--- src/rtl/t3s_pkg.sv ---
package t3s_pkg;

  // test_mode encoding: bit 1 selects unframed pattern, else bit 0 framed
  localparam int TM_W = 2;

  function automatic logic payload_pick(input logic pay, input logic rx,
                                        input logic pat, input logic plb,
                                        input logic pat_framed);
    if (pat_framed) return pat;
    if (plb)        return rx;
    return pay;
  endfunction

  function automatic logic slot_pick(input logic ovh, input logic pt,
                                     input logic fmt, input logic payv);
    return (ovh && !pt) ? fmt : payv;
  endfunction

endpackage

--- src/rtl/t3s_src_mux.sv ---
module t3s_src_mux
  import t3s_pkg::*;
(
  input  logic            pay_bit,
  input  logic            rx_bit,
  input  logic            pat_bit,
  input  logic            fmt_bit,
  input  logic            ovh_slot,
  input  logic            loop_pay,
  input  logic            pass_thru,
  input  logic [TM_W-1:0] test_mode,
  output logic            sel_bit,
  output logic            pat_unframed,
  output logic            pay_take
);
  logic pat_framed;
  logic payv;

  assign pat_unframed = test_mode[1];
  assign pat_framed   = !test_mode[1] && test_mode[0];
  assign payv         = payload_pick(pay_bit, rx_bit, pat_bit, loop_pay, pat_framed);

  always_comb begin
    if (pat_unframed) sel_bit = pat_bit;
    else              sel_bit = slot_pick(ovh_slot, pass_thru, fmt_bit, payv);
  end

  assign pay_take = pass_thru || !ovh_slot;
endmodule

--- src/rtl/t3s_ovh_overlay.sv ---
module t3s_ovh_overlay (
  input  logic sel_bit,
  input  logic pat_unframed,
  input  logic toh_en,
  input  logic toh_bit,
  output logic ov_bit,
  output logic toh_applied
);
  assign toh_applied = toh_en && !pat_unframed;
  assign ov_bit      = toh_applied ? toh_bit : sel_bit;
endmodule

--- src/rtl/t3s_alarm_force.sv ---
module t3s_alarm_force (
  input  logic ais_req,
  input  logic clk_lost,
  input  logic clk_lost_switch,
  input  logic ua1_req,
  output logic ais_on,
  output logic force_ones
);
  assign ais_on     = ais_req || (clk_lost && clk_lost_switch);
  assign force_ones = ais_on || ua1_req;
endmodule

--- src/rtl/t3_tx_bit_select.sv ---
module t3_tx_bit_select
  import t3s_pkg::*;
(
  input  logic            clk,
  input  logic            rst,
  input  logic            pay_bit,
  input  logic            rx_bit,
  input  logic            pat_bit,
  input  logic            fmt_bit,
  input  logic            ovh_slot,
  input  logic            loop_pay,
  input  logic            pass_thru,
  input  logic [TM_W-1:0] test_mode,
  input  logic            toh_en,
  input  logic            toh_bit,
  input  logic            ais_req,
  input  logic            clk_lost,
  input  logic            clk_lost_switch,
  input  logic            ua1_req,
  output logic            line_bit,
  output logic            pay_take
);
  logic sel_bit, pat_unframed, ov_bit, toh_applied, ais_on, force_ones;
  logic next_bit;

  t3s_src_mux u_mux (
    .pay_bit(pay_bit), .rx_bit(rx_bit), .pat_bit(pat_bit), .fmt_bit(fmt_bit),
    .ovh_slot(ovh_slot), .loop_pay(loop_pay), .pass_thru(pass_thru),
    .test_mode(test_mode), .sel_bit(sel_bit), .pat_unframed(pat_unframed),
    .pay_take(pay_take)
  );

  t3s_ovh_overlay u_ovl (
    .sel_bit(sel_bit), .pat_unframed(pat_unframed), .toh_en(toh_en),
    .toh_bit(toh_bit), .ov_bit(ov_bit), .toh_applied(toh_applied)
  );

  t3s_alarm_force u_alm (
    .ais_req(ais_req), .clk_lost(clk_lost), .clk_lost_switch(clk_lost_switch),
    .ua1_req(ua1_req), .ais_on(ais_on), .force_ones(force_ones)
  );

  assign next_bit = force_ones ? 1'b1 : ov_bit;

  always_ff @(posedge clk) begin
    if (rst) line_bit <= 1'b0;
    else     line_bit <= next_bit;
  end

  // reset wins over every request
  p_reset_zero_r1: assert property (@(posedge clk) rst |=> !line_bit);

  // registered output follows previous-cycle selection
  p_latency_r2: assert property (@(posedge clk) disable iff (rst)
    !force_ones |=> line_bit == $past(ov_bit));

  // overwrite carries the overhead port bit
  p_toh_wins_r7: assert property (@(posedge clk) disable iff (rst)
    (toh_applied && !force_ones) |=> line_bit == $past(toh_bit));

  // unframed pattern is passed untouched
  p_unframed_r8: assert property (@(posedge clk) disable iff (rst)
    (pat_unframed && !force_ones) |=> line_bit == $past(pat_bit));

  // alarm request yields ones on the line
  p_ais_ones_r9: assert property (@(posedge clk) disable iff (rst)
    ais_on |=> line_bit);

  // unframed all-ones request yields ones
  p_ua1_ones_r10: assert property (@(posedge clk) disable iff (rst)
    ua1_req |=> line_bit);

  // payload strobe is never low in pass-through
  p_take_pt_r11: assert property (@(posedge clk) disable iff (rst)
    pass_thru |-> pay_take);
endmodule

--- config.mk ---
export PLATFORM = sky130hd
export DESIGN_NAME = t3_tx_bit_select
export DESIGN_NICKNAME = d
export VERILOG_FILES = /design/src/rtl/t3s_pkg.sv /design/src/rtl/t3s_src_mux.sv /design/src/rtl/t3s_ovh_overlay.sv /design/src/rtl/t3s_alarm_force.sv /design/src/rtl/t3_tx_bit_select.sv
export SDC_FILE = /design/constraint.sdc
export NUM_CORES = 1
export LEC_CHECK = 0
export BUFFER_PORTS_ARGS = -buffer_cell sky130_fd_sc_hd__buf_4
export CAP_MARGIN = 20
export CORE_AREA = 2 2 39 41
export CTS_CLUSTER_DIAMETER = 40
export DETAILED_ROUTE_END_ITERATION = 12
export DIE_AREA = 0 0 41 43
export PLACE_DENSITY = 0.43
export SLEW_MARGIN = 15
export SYNTH_ARGS = -nofsm -noshare
export SYNTH_HDL_FRONTEND = slang
export SYNTH_SLANG_ARGS = --single-unit
--- constraint.sdc ---
create_clock -name clk -period 0.8 [get_ports clk]
set_input_delay 0.08 -clock clk [delete_from_list [all_inputs] [get_ports clk]]
set_output_delay 0.08 -clock clk [all_outputs]
set_load 0.02 [all_outputs]
==> key figures <==
Finish
  – ANT cells: 0
  – Largest register FFs: 1
  – Layout cells sized above 1: 0.6667
  – Reg with most FFs: line_bit
  – Biggest regs: line_bit: 1 flops
  – Layout Nets: 49
  – Area grow syn2layout: 154.9%
  – Fill cell count: 159

Routing
  – Vias post-DR: 160
  – # DRC: 0
  – Routed WL per cell: 8.565 µm
  – DRT antenna net count: 0
  – Via density: 3.478
  – TritonRoute pass-1 iters: 1
  – 1st-iter DRT viols: 0
  – Final wirelength: 394 µm

Synth
  – Yosys warns: 0
  – Post-synthesis sequential area ratio: 0.1951
  – Syn Area/Cell: 8.550 µm²
  – Synth Cell Area: 102.6 µm²
  – Mapped Nets: 29
  – Distinct cells, synth: 9
  – Flops & latches, synth: 1
  – Syn Inst Count: 12

STA
  – Period utilization: 0.9100
  – Worst Slack Setup Final: 71.98 ps
  – Worst slew margin: 0.8890
  – Unrepaired setup endpoints after global routing: false
  – Setup Viol. Count Final: 0
  – Final Slew Violations: 0
  – Max Clock Freq: 1374 MHz
  – Fin Setup TNS: 0 ps
  – Post-route minimum period: 728.0 ps
  – Worst-margin pin slew: 165.2 ps
  – Final hold vios: 0

Worst hold path
  – Worst Hold Class: input pin to flip-flop

Power and ir drop
  – Power Density: 654.2 nW/µm²
  – Peak VDD IR: 115.0 µV
  – Pleak: 0.1363 nW

Global route
  – Initial antenna violation count: 0
  – Gr usage total: 0.03300
  – Vias in the first global route: 130
  – First-pass GRT wire length: 441 µm
  – GR Overflow Total: 0
  – Largest net degree at the start of global routing: 4

Clock tree
  – Post-CTS sizing: 0
  – # Post-CTS Setup Buffers: 0
  – CTS Hold Bufs: 0
  – Reg clk slew, reported paths: 0 ps

Setup path
  – WP data arrival: 610 ps
  – Crit Path Category: input pin to flip-flop
  – Slowest stage cell, crit path: a211oi_2
  – Critical path endpoint category: flip-flop
  – Peak per-stage delay on the critical path: 190 ps
  – CP startpoint kind: input pin
  – CP max FO: 2
  – Delay-heaviest family, CP: compound AO/OA/AOI/OAI gates
  – CP Buf/Inv Count: 1
  – Cell Chain, Critical Path: buf_6 > a211oi_2 > o211a_1 > o22ai_2
  – CP required: 680 ps

Die
  – Core area: 1384 µm²
  – I/O pin cnt: 19
  – Starting Density: 0.07414
  – Die Span Y: 43 µm
  – Die W: 41 µm
  – Num rows: 14
  – Die area: 1763 µm²

Run
  – Max-cap viol count: 0

Placed design
  – GP Congestion: 0.4182
  – DP Worst Slack: 14.58 ps
  – IO buf count: 18

Status
  – Status: complete, no violations
## layout make-up
class	instances	area, µm²	share of cell area
Timing Repair Buffer	18	138.9	0.5311
Multi-Input combinational cell	11	82.58	0.3158
Tap cell	16	20.02	0.07655
Sequential cell	1	20.02	0.07655
## per-layer routing
metal,track usage,wire (µm),vias to the layer above
li1,-,-,83
met3,0.005236,56,0
met2,0.07813,196,10
met5,0,0,-
met4,0,0,0
met1,0.02222,141,67
## layout by cell type (no fill, tap or decap)
cell,Yosys,final
buf_6,0,1
o21ai_1,0,1
o22ai_2,1,1
mux2i_1,1,1
nor3_1,1,1
dfxtp_1,1,1
nand2b_1,1,1
nand2_1,3,3
a211oi_2,1,1
o211a_1,2,2
buf_4,0,17
## cells in the mapped netlist (all sizes together)
cell | number | area (µm²)
a211oi | 1 | 12.51
dfxtp | 1 | 20.02
mux2i | 1 | 10.01
nand2 | 3 | 11.26
nand2b | 1 | 6.260
nor3 | 1 | 5.000
o211a | 2 | 20.02
o21ai | 1 | 5.000
o22ai | 1 | 12.51
## report_power, final
group	switching, mW	total (mW)	internal [mW]
combinational	0.0391	0.115	0.0757
clock	0	0	0
sequential	0.00108	0.0563	0.0553
total	0.0402	0.171	0.131
## cell families (layout without fill, tap and decap cells)
logic type	after synthesis	after routing	share of synthesized area
AOI/OAI and AO/OA	5	5	0.4877
and+or+nand+nor	5	5	0.2195
muxes	1	1	0.09756
DFF	1	1	0.1951
buffers and inverters	0	18	0
## final timing paths
kind | endpoint | startpoint | cells past startpoint | slack [ps]
hold / removal | line_bit$_SDFF_PP0_ | rst | 2 | 290
setup / recovery | line_bit$_SDFF_PP0_ | pat_bit | 4 | 70
## per-stage QoR
| step | util | hold slack (ps) | power (mW) | cell area, µm² | std cells |
|---|---|---|---|---|---|
| floorplan | - | 168.8 | 0.09073 | 102.6 | 12 |
| global placement | 0.1863 | 274.3 | 0.1696 | 257.7 | 46 |
| detailed placement | 0.1863 | 276.5 | 0.1703 | 257.7 | 46 |
| CTS | 0.1863 | 276.7 | 0.1705 | 257.7 | 46 |
| global route | 0.1890 | 294.8 | 0.1797 | 261.5 | 46 |
| finish | 0.1890 | 287.7 | 0.1711 | 261.5 | 46 |
Note: power is estimated with default switching activity, not from simulation.
